**src/rtl/gpio8_pkg.sv**
```systemverilog
package gpio8_pkg;
  typedef enum logic [1:0] {
    REG_PADS  = 2'd0,
    REG_LATCH = 2'd1,
    REG_DIR   = 2'd2,
    REG_CFG   = 2'd3
  } reg_sel_e;

  localparam int CFG_PU_OFF_BIT = 0;
  localparam int CFG_OD_BIT     = 1;
  localparam int STROBE_PINS    = 2;
  localparam int SYNC_DEPTH     = 2;
endpackage

```
**src/rtl/gpio8_sync.sv**
```systemverilog
module gpio8_sync
  import gpio8_pkg::*;
#(
  parameter int W = 8
) (
  input  logic         clk,
  input  logic         rst_n,
  input  logic [W-1:0] d,
  output logic [W-1:0] q
);
  logic [W-1:0] stage_q [SYNC_DEPTH];

  always_ff @(posedge clk or negedge rst_n) begin
    if (!rst_n) begin
      for (int s = 0; s < SYNC_DEPTH; s++) stage_q[s] <= '0;
    end else begin
      stage_q[0] <= d;
      for (int s = 1; s < SYNC_DEPTH; s++) stage_q[s] <= stage_q[s-1];
    end
  end

  assign q = stage_q[SYNC_DEPTH-1];

  // warm-up counter so the latency check only looks at post-reset samples
  logic [1:0] fill_q;
  always_ff @(posedge clk or negedge rst_n) begin
    if (!rst_n) fill_q <= '0;
    else if (fill_q != 2'd2) fill_q <= fill_q + 2'd1;
  end

  AST_SYNC_LATENCY: assert property (@(posedge clk) disable iff (!rst_n)
    (fill_q == 2'd2) |-> (q == $past(d, 2)));
endmodule

```
**src/rtl/gpio8_regs.sv**
```systemverilog
module gpio8_regs
  import gpio8_pkg::*;
#(
  parameter int W = 8
) (
  input  logic         clk,
  input  logic         rst_n,
  input  logic         wr_en,
  input  logic [1:0]   addr,
  input  logic [W-1:0] wdata,
  input  logic [W-1:0] pads_sync,
  output logic [W-1:0] rdata,
  output logic [W-1:0] latch_q,
  output logic [W-1:0] dir_q,
  output logic         pu_off_q,
  output logic         od_q
);
  reg_sel_e sel;
  assign sel = reg_sel_e'(addr);

  always_ff @(posedge clk or negedge rst_n) begin
    if (!rst_n) begin
      latch_q  <= '0;
      dir_q    <= '1;
      pu_off_q <= 1'b1;
      od_q     <= 1'b0;
    end else if (wr_en) begin
      unique case (sel)
        REG_PADS, REG_LATCH: latch_q <= wdata;
        REG_DIR:             dir_q   <= wdata;
        REG_CFG: begin
          pu_off_q <= wdata[CFG_PU_OFF_BIT];
          od_q     <= wdata[CFG_OD_BIT];
        end
        default: ;
      endcase
    end
  end

  always_comb begin
    rdata = '0;
    unique case (sel)
      REG_PADS:  rdata = pads_sync;
      REG_LATCH: rdata = latch_q;
      REG_DIR:   rdata = dir_q;
      REG_CFG: begin
        rdata[CFG_PU_OFF_BIT] = pu_off_q;
        rdata[CFG_OD_BIT]     = od_q;
      end
      default: rdata = '0;
    endcase
  end

  AST_LATCH_WRITE: assert property (@(posedge clk) disable iff (!rst_n)
    (wr_en && (addr == REG_PADS || addr == REG_LATCH)) |=> (latch_q == $past(wdata)));
endmodule

```
**src/rtl/gpio8_pin_mux.sv**
```systemverilog
module gpio8_pin_mux
  import gpio8_pkg::*;
#(
  parameter int W = 8
) (
  input  logic                   shutdown,
  input  logic [W-1:0]           lat,
  input  logic [W-1:0]           dir,
  input  logic                   pu_off,
  input  logic                   od_en,
  input  logic [W-2:0]           pwm_own,
  input  logic [W-2:0]           pwm_drv,
  input  logic                   pwm_a_own,
  input  logic                   pwm_a_drv,
  input  logic                   pwm_a_on_top,
  input  logic                   pp_en,
  input  logic [STROBE_PINS-1:0] pp_strobe_oe,
  input  logic [STROBE_PINS-1:0] pp_strobe_out,
  output logic [W-1:0]           pad_out,
  output logic [W-1:0]           pad_oe,
  output logic [W-1:0]           pad_pu
);
  for (genvar i = 0; i < W; i++) begin : g_pin
    logic strb_sel, strb_oe, strb_val;
    logic pwm_sel, pwm_val, od_mode;
    logic o_out, o_oe, gpio_ctl;

    if (i < STROBE_PINS) begin : g_strb
      assign strb_sel = pp_en;
      assign strb_oe  = pp_strobe_oe[i];
      assign strb_val = pp_strobe_out[i];
    end else begin : g_nostrb
      assign strb_sel = 1'b0;
      assign strb_oe  = 1'b0;
      assign strb_val = 1'b0;
    end

    if (i < W-1) begin : g_pwm_low
      assign pwm_sel = pwm_own[i];
      assign pwm_val = pwm_drv[i];
      assign od_mode = 1'b0;
    end else begin : g_pwm_top
      assign pwm_sel = pwm_a_on_top & pwm_a_own;
      assign pwm_val = pwm_a_drv;
      assign od_mode = od_en;
    end

    always_comb begin
      gpio_ctl = 1'b0;
      if (strb_sel) begin
        o_oe  = strb_oe;
        o_out = strb_val;
      end else if (pwm_sel) begin
        if (shutdown) begin
          o_oe  = 1'b0;
          o_out = 1'b0;
        end else if (od_mode) begin
          o_oe  = ~pwm_val;
          o_out = 1'b0;
        end else begin
          o_oe  = 1'b1;
          o_out = pwm_val;
        end
      end else begin
        gpio_ctl = 1'b1;
        o_oe     = ~dir[i];
        o_out    = lat[i];
      end
    end

    assign pad_out[i] = o_out;
    assign pad_oe[i]  = o_oe;
    assign pad_pu[i]  = ~pu_off & ~o_oe & (~gpio_ctl | dir[i]);
  end
endmodule

```
**src/rtl/gpio8_port.sv**
```systemverilog
module gpio8_port
  import gpio8_pkg::*;
#(
  parameter int W = 8
) (
  input  logic                   clk,
  input  logic                   rst_n,
  input  logic                   wr_en,
  input  logic [1:0]             addr,
  input  logic [W-1:0]           wdata,
  output logic [W-1:0]           rdata,
  input  logic [W-1:0]           pad_in,
  output logic [W-1:0]           pad_out,
  output logic [W-1:0]           pad_oe,
  output logic [W-1:0]           pad_pu,
  input  logic [W-2:0]           pwm_own,
  input  logic [W-2:0]           pwm_drv,
  input  logic                   pwm_a_own,
  input  logic                   pwm_a_drv,
  input  logic                   pwm_a_on_top,
  input  logic                   pwm_shutdown,
  input  logic                   pp_en,
  input  logic [STROBE_PINS-1:0] pp_strobe_oe,
  input  logic [STROBE_PINS-1:0] pp_strobe_out
);
  localparam int TOP = W - 1;

  logic [W-1:0] pads_sync, latch_q, dir_q;
  logic         pu_off_q, od_q;

  gpio8_sync #(.W(W)) u_sync (
    .clk(clk), .rst_n(rst_n), .d(pad_in), .q(pads_sync)
  );

  gpio8_regs #(.W(W)) u_regs (
    .clk(clk), .rst_n(rst_n), .wr_en(wr_en), .addr(addr), .wdata(wdata),
    .pads_sync(pads_sync), .rdata(rdata), .latch_q(latch_q), .dir_q(dir_q),
    .pu_off_q(pu_off_q), .od_q(od_q)
  );

  gpio8_pin_mux #(.W(W)) u_mux (
    .shutdown(pwm_shutdown), .lat(latch_q), .dir(dir_q), .pu_off(pu_off_q),
    .od_en(od_q), .pwm_own(pwm_own), .pwm_drv(pwm_drv), .pwm_a_own(pwm_a_own),
    .pwm_a_drv(pwm_a_drv), .pwm_a_on_top(pwm_a_on_top), .pp_en(pp_en),
    .pp_strobe_oe(pp_strobe_oe), .pp_strobe_out(pp_strobe_out),
    .pad_out(pad_out), .pad_oe(pad_oe), .pad_pu(pad_pu)
  );

  AST_PU_GLOBAL_OFF: assert property (@(posedge clk) disable iff (!rst_n)
    pu_off_q |-> (pad_pu == '0));

  AST_SHUTDOWN_FLOAT: assert property (@(posedge clk) disable iff (!rst_n)
    (pwm_shutdown && !pp_en) |-> ((pad_oe[W-2:0] & pwm_own) == '0));

  AST_OD_NEVER_HIGH: assert property (@(posedge clk) disable iff (!rst_n)
    (od_q && pwm_a_on_top && pwm_a_own) |-> !(pad_oe[TOP] && pad_out[TOP]));

  AST_STROBE_WINS: assert property (@(posedge clk) disable iff (!rst_n)
    pp_en |-> (pad_oe[STROBE_PINS-1:0] == pp_strobe_oe));
endmodule

```
**config.mk**
```make
export PLATFORM = sky130hd
export DESIGN_NAME = gpio8_port
export DESIGN_NICKNAME = d
export VERILOG_FILES = /design/src/rtl/gpio8_pkg.sv /design/src/rtl/gpio8_sync.sv /design/src/rtl/gpio8_regs.sv /design/src/rtl/gpio8_pin_mux.sv /design/src/rtl/gpio8_port.sv
export SDC_FILE = /design/constraint.sdc
export NUM_CORES = 1
export LEC_CHECK = 0
export ABC_AREA = 0
export BUFFER_PORTS_ARGS = -buffer_cell sky130_fd_sc_hd__buf_2
export CORE_ASPECT_RATIO = 1.1
export CORE_UTILIZATION = 47
export DETAILED_ROUTE_END_ITERATION = 16
export HOLD_SLACK_MARGIN = 0.05
export PLACE_DENSITY = 0.89
export SYNTH_ARGS = -nofsm -noshare
export SYNTH_HDL_FRONTEND = slang
export SYNTH_SLANG_ARGS = --single-unit
export TNS_END_PERCENT = 30
```
**constraint.sdc**
```tcl
create_clock -name clk -period 1.5 [get_ports clk]
set_input_delay 0.3 -clock clk [delete_from_list [all_inputs] [get_ports clk]]
set_output_delay 0.3 -clock clk [all_outputs]
set_load 0.02 [all_outputs]
```
==> flow_summary.ini, run 1 <==
[clock_network]
h-tree-depth = 2
cts_tree = yes
clkTransAtPathRegs_ps = 100
cts_root_buf = clkbuf_4
clkLatencyLatePin_ps = 330
cts.path.max_buffers = 2
clock-sinks = 34
cts-buffers-inserted = 5

[global_route]
antenna_found_initial = 0
track_usage_pct = 21.7
grt_max_degree = 19
grt_pass1_wl_mm = 6.11
grt_overflow_total = 0
grt_pass1_vias = 1338

[synthesis]
ys.warnings.count = 0
syn_area_um2 = 1740
avgSynthCellArea_um2 = 12.1
synth_async_sr_flop_share_pct = 100
yosys_register_bits = 34
synth_cells = 143
synth_edf_count = 0
synth_nets = 187
synth-seq-area-share_pct = 49.6
ys_types = 27
ys.flop_type = dfrtp_1

[finish]
layout_commonest_cell = buf_2
layout-drive-gt1-share_pct = 60.8
nNetsFinal = 265
fin_area_um2 = 2410
area_growth_pct = 38.6
fin_cells = 270
final_cell_mix = buf_2 (57), dfrtp_1 (25), buf_4 (19), mux2_2 (18), mux2i_1 (11)
antennaDiodeCount = 0

[sta]
setup_viol = 14
fin_ws_ps = -182
fin_crit_ps = 1680
hold_violations = 0
rsz0062_at_grt = true
period_share_pct = 112
tightest_slew_ps = 419
max_slew_margin_pct = 72.1
fmax_mhz = 595
drv_slew = 0
finalClockSkew_ps = 0.649

[critical_path]
worst-r2r-cell-count = 2
worstReg2RegStart = u_regs.pu_off_q$_DFFE_PN1P_
endpoint_kind = output port
crit_arrival_ps = 1380
path_cells = mux4_2, buf_6
slowest_delay_ps = 480
timing.rr.end = u_regs.pu_off_q$_DFFE_PN1P_
start_kind = flip-flop
crit_path_max_fanout = 4
reg2reg_slack_ps = 560
slowest_stage = mux4_2
cp.required_ps = 1200
critical_path_class = flip-flop to output port

[detailed_routing]
route.detailed.drc = 0
antenna_left = 0
routedWlPerCell_um = 14.8
vias_per_cell = 5.19
vias = 1400
wirelength_mm = 4.01
dr.pass1.iters = 4
drt_iter0_markers = 57

[outcome]
violations = negative setup slack
outcome = finished with violations

[power_and_ir_drop]
power_density_nw_per_um2 = 1180
irDropWorstVdd_v = 0.000769
cellLeakagePower_nw = 1.17

[hold_path]
hold_end = u_sync.stage_q[13]$_DFF_PN0_
holdCritPathClass = input port to flip-flop
hp-start = pad_in[5]
hold_depth = 1

[job]
drv_cap = 0

[placed_design]
placed_area_um2 = 2090
numPortBuffers = 75
dpl.hpwl_mm = 2.91
place.gp.congestion = 0.757
dp_cells = 253

[die]
num_rows = 22
fp.dieH_um = 65.8
start_util_pct = 50.5
die_w_um = 60.0
core_um2 = 3440
boundaryPins = 76
die_area_um2 = 3940
report_power, final:
group,switching [W],internal (W),total [W],leakage [nW]
Clock,0.000298,0.000565,0.000863,0.0585
Combinational,0.000417,0.000414,0.000832,0.723
Sequential,0.0000783,0.00106,0.00113,0.387
Total,0.000794,0.00204,0.00283,1.17
critical path: cells and delay by family, from the launching register on:
kind / cells / cell delay, ps
buffers and inverters: 1 / 150
muxes: 1 / 480
DFF: 1 / 420
cells by family after synthesis:
family	synth area share (%)
muxes	21.9
AOI/OAI and AO/OA	9.80
DFF	49.6
and+or+nand+nor	8.21
buffers and inverters	10.4
per-layer routing:
| metal | track usage (%) | share of wire (%) |
|---|---|---|
| met1 | 25.3 | 40 |
| met2 | 37.1 | 54 |
| met3 | 4.53 | 4.3 |
| met4 | 10.8 | 1.5 |
| met5 | 0 | 0 |
metrics by stage:
stage | TNS, ps | utilization, % | setup slack (ps) | total power [W] | hold slack, ps
2_1_floorplan | 0 | - | 31.6 | 0.00163 | 4.41
3_3_place_gp | 0 | 60.8 | 54.4 | 0.00182 | 250
3_5_place_dp | 0 | 60.8 | 48.3 | 0.00184 | 260
4_1_cts | -1530 | 67.4 | -192 | 0.00279 | 50.9
5_1_grt | -2400 | 70.0 | -227 | 0.00298 | 51.8
6_report | -1270 | 70.0 | -182 | 0.00283 | 74.8
cell type report:
| type | count | area [µm²] |
|---|---|---|
| tap | 48 | 60.1 |
| fill | 239 | 1030 |
| clock inverter | 2 | 60.1 |
| timing repair buffer | 93 | 621 |
| inverter | 6 | 22.5 |
| multi-input combinational | 81 | 731 |
| clock buffer | 6 | 51.3 |
| sequential | 34 | 862 |
synthesized netlist by cell type (3+ instances only):
master     number  area share, %
mux2i_1        11            6.3
nor2b_1         3            1.1
nand3b_1        7            3.0
buf_4          18            7.8
dfrtp_1        25             36
a21oi_1         4            1.2
o2bb2ai_1       6            3.0
mux2_2         20             13
inv_1           6            1.3
o21ai_0         7            2.0
nor2_1          6            1.3
dfstp_2         9             14
registers in the layout, summed over array words and instances (netlist names):
signal,count
u_regs.latch_q,8
u_regs.dir_q,8
u_regs.pu_off_q,1
u_regs.od_q,1
u_sync.stage_q,8
u_sync.q,8
worst max path at each step:
stage	start	to	slack, ps	cells past startpoint
after global placement	addr[0]	rdata[7]	50	4
after CTS	u_regs.od_q$_DFFE_PN0P_	rdata[1]	-190	2
after global routing	u_regs.od_q$_DFFE_PN0P_	rdata[1]	-230	2
after floorplan	u_regs.dir_q[7]$_DFFE_PN1P_	pad_pu[7]	30	2
final	u_regs.od_q$_DFFE_PN0P_	rdata[1]	-180	2
after detailed placement	addr[0]	rdata[7]	50	4
what timing repair did:
action                                  in CTS  in global routing
gates cloned                                 0                  0
hold endpoints to repair                    14                  3
endpoints found under the setup margin      17                 28
hold buffers                                 3                  3
gates resized for setup                     19                 21
buffers inserted                             3                  0
pin swaps                                    1                  0
Power figures use the tool's default switching activity.
==> inputs of run 2 (changes only) <==
--- a/config.mk
+++ b/config.mk
@@ -11,7 +11,7 @@
 export CORE_UTILIZATION = 47
 export DETAILED_ROUTE_END_ITERATION = 16
 export HOLD_SLACK_MARGIN = 0.05
-export PLACE_DENSITY = 0.89
+export PLACE_DENSITY_LB_ADDON = 0.12
 export SYNTH_ARGS = -nofsm -noshare
 export SYNTH_HDL_FRONTEND = slang
 export SYNTH_SLANG_ARGS = --single-unit
==> flow_summary.ini, run 2 (same netlist as run 1, synthesis figures left out) <==
[clock_network]
cts-buffers-inserted = 5
cts.path.max_buffers = 2
cts_tree = yes
clock-sinks = 34
clkTransAtPathRegs_ps = 100
h-tree-depth = 2
cts_root_buf = clkbuf_4
clkLatencyLatePin_ps = 340

[power_and_ir_drop]
p_clk_share_pct = 25.2
cellLeakagePower_nw = 1.17
irDropWorstVdd_v = 0.000949
swShare_pct = 29.9
power_density_nw_per_um2 = 1110
total_power_w = 0.00276
intPower_w = 0.00194
pwr-share-seq_pct = 41.2
switching_power_w = 0.000827
comb_power_share_pct = 33.6

[placed_design]
dpl.hpwl_mm = 2.75
place.gp.congestion = 0.710
numPortBuffers = 75

[finish]
nNetsFinal = 267
num-fill-cells = 257
regArea_um2 = 862
layout_commonest_cell = buf_2
antennaDiodeCount = 0
multiInputGateArea_um2 = 783
layout-drive-gt1-share_pct = 63.8
area_growth_pct = 43.0
final_core_util_pct = 72.2
final_cell_mix = buf_2 (51), dfrtp_1 (25), buf_4 (22), mux2_2 (18), buf_6 (12)

[die]
fp.dieH_um = 65.8
die_w_um = 60.0
boundaryPins = 76
start_util_pct = 50.5
num_rows = 22
die_area_um2 = 3940
core_um2 = 3440

[critical_path]
crit_family = multiplexers
critical_path_class = flip-flop to output port
crit_buf_inv = 1
path_cells = mux4_2, buf_6
slowest_stage = mux4_2
cp.required_ps = 1200
crit_arrival_ps = 1400
crit_path_max_fanout = 3
start_kind = flip-flop
endpoint_kind = output port
slowest_delay_ps = 490

[hold_path]
holdCritPathClass = input port to flip-flop

[detailed_routing]
antenna_left = 0
dr.pass1.iters = 4
routedWlPerCell_um = 14.6
drt_iter0_markers = 35
vias_per_cell = 4.98
wirelength_mm = 3.98
route.detailed.drc = 0
vias = 1355

[sta]
fin_crit_ps = 1700
setup_viol = 16
fmax_mhz = 588
rsz0062_at_grt = true
fin_ws_ps = -202
finalClockSkew_ps = 6.37
hold_violations = 0
drv_slew = 0
max_slew_margin_pct = 50.4
period_share_pct = 113
tightest_slew_ps = 744

[global_route]
grt_max_degree = 35
grt_pass1_wl_mm = 6.02
grt_pass1_vias = 1287
track_usage_pct = 21.4
grt_overflow_total = 0
antenna_found_initial = 0

[outcome]
outcome = finished with violations
violations = negative setup slack

[job]
drv_cap = 0
run 2: through the flow:
stage	setup TNS (ps)	hold WS, ps	setup slack, ps	instances	instance area (µm²)
final	-1750	71.6	-202	272	2480
after global routing	-2830	54.1	-259	272	2480
after global placement	0	332	29.7	250	2060
after detailed placement	0	335	22.4	250	2060
after CTS	-1760	57.2	-190	270	2340
after floorplan	0	4.41	31.6	143	1740
run 2: area by class of cell:
type / instances / area share [%]
Inverter: 6 / 0.907
Clock inverter: 1 / 1.21
Sequential cell: 34 / 34.7
Multi-Input combinational cell: 81 / 31.5
Timing Repair Buffer: 95 / 27.0
Tap cell: 48 / 2.42
Clock buffer: 7 / 2.22
run 2: what timing repair did:
action                                 CTS  global route
endpoints found under the hold margin   31             1
resized for setup                       25            39
buffers inserted                         5             1
pin swaps                                1             6
setup endpoints to repair               18            29
hold buffers                             7             1
run 2: path summary, 6_finish.rpt:
check / cells past startpoint / slack, ps / end / startpoint
worst max-delay path: 2 / -200 / rdata[1] / u_regs.od_q$_DFFE_PN0P_
worst min-delay path: 1 / 70 / u_sync.stage_q[15]$_DFF_PN0_ / pad_in[7]
worst max register to register: 3 / 440 / u_regs.od_q$_DFFE_PN0P_ / u_regs.od_q$_DFFE_PN0P_
worst min register to register: 0 / 360 / u_sync.q[1]$_DFF_PN0_ / u_sync.stage_q[9]$_DFF_PN0_
max in group asynchronous: 2 / 460 / u_regs.latch_q[3]$_DFFE_PN0P_ / rst_n
min in group asynchronous: 2 / 550 / u_sync.stage_q[10]$_DFF_PN0_ / rst_n
run 2: layer usage:
metal  track usage, %  share of wire (%)  vias to the layer above
met1             23.8                 41                      645
li1                 -                  -                      650
met5                0                  0                        -
met3             4.92                5.9                        5
met4             10.8                1.0                        0
met2             37.5                 53                       55
run 2: power groups by stage:
stage / registers [W] / logic, W / clock network [W]
finish: 0.00114 / 0.000928 / 0.000696
global route: 0.00115 / 0.000994 / 0.000751
CTS: 0.00113 / 0.000813 / 0.000712
detailed placement: 0.00116 / 0.000661 / 0
global placement: 0.00115 / 0.000645 / 0
floorplan: 0.00112 / 0.000512 / 0
run 2: worst register-to-register path, stage by stage, from the launching register on:
cell     delay, ps
dfrtp_1        430
buf_4          150
buf_6          110
mux2_2         260
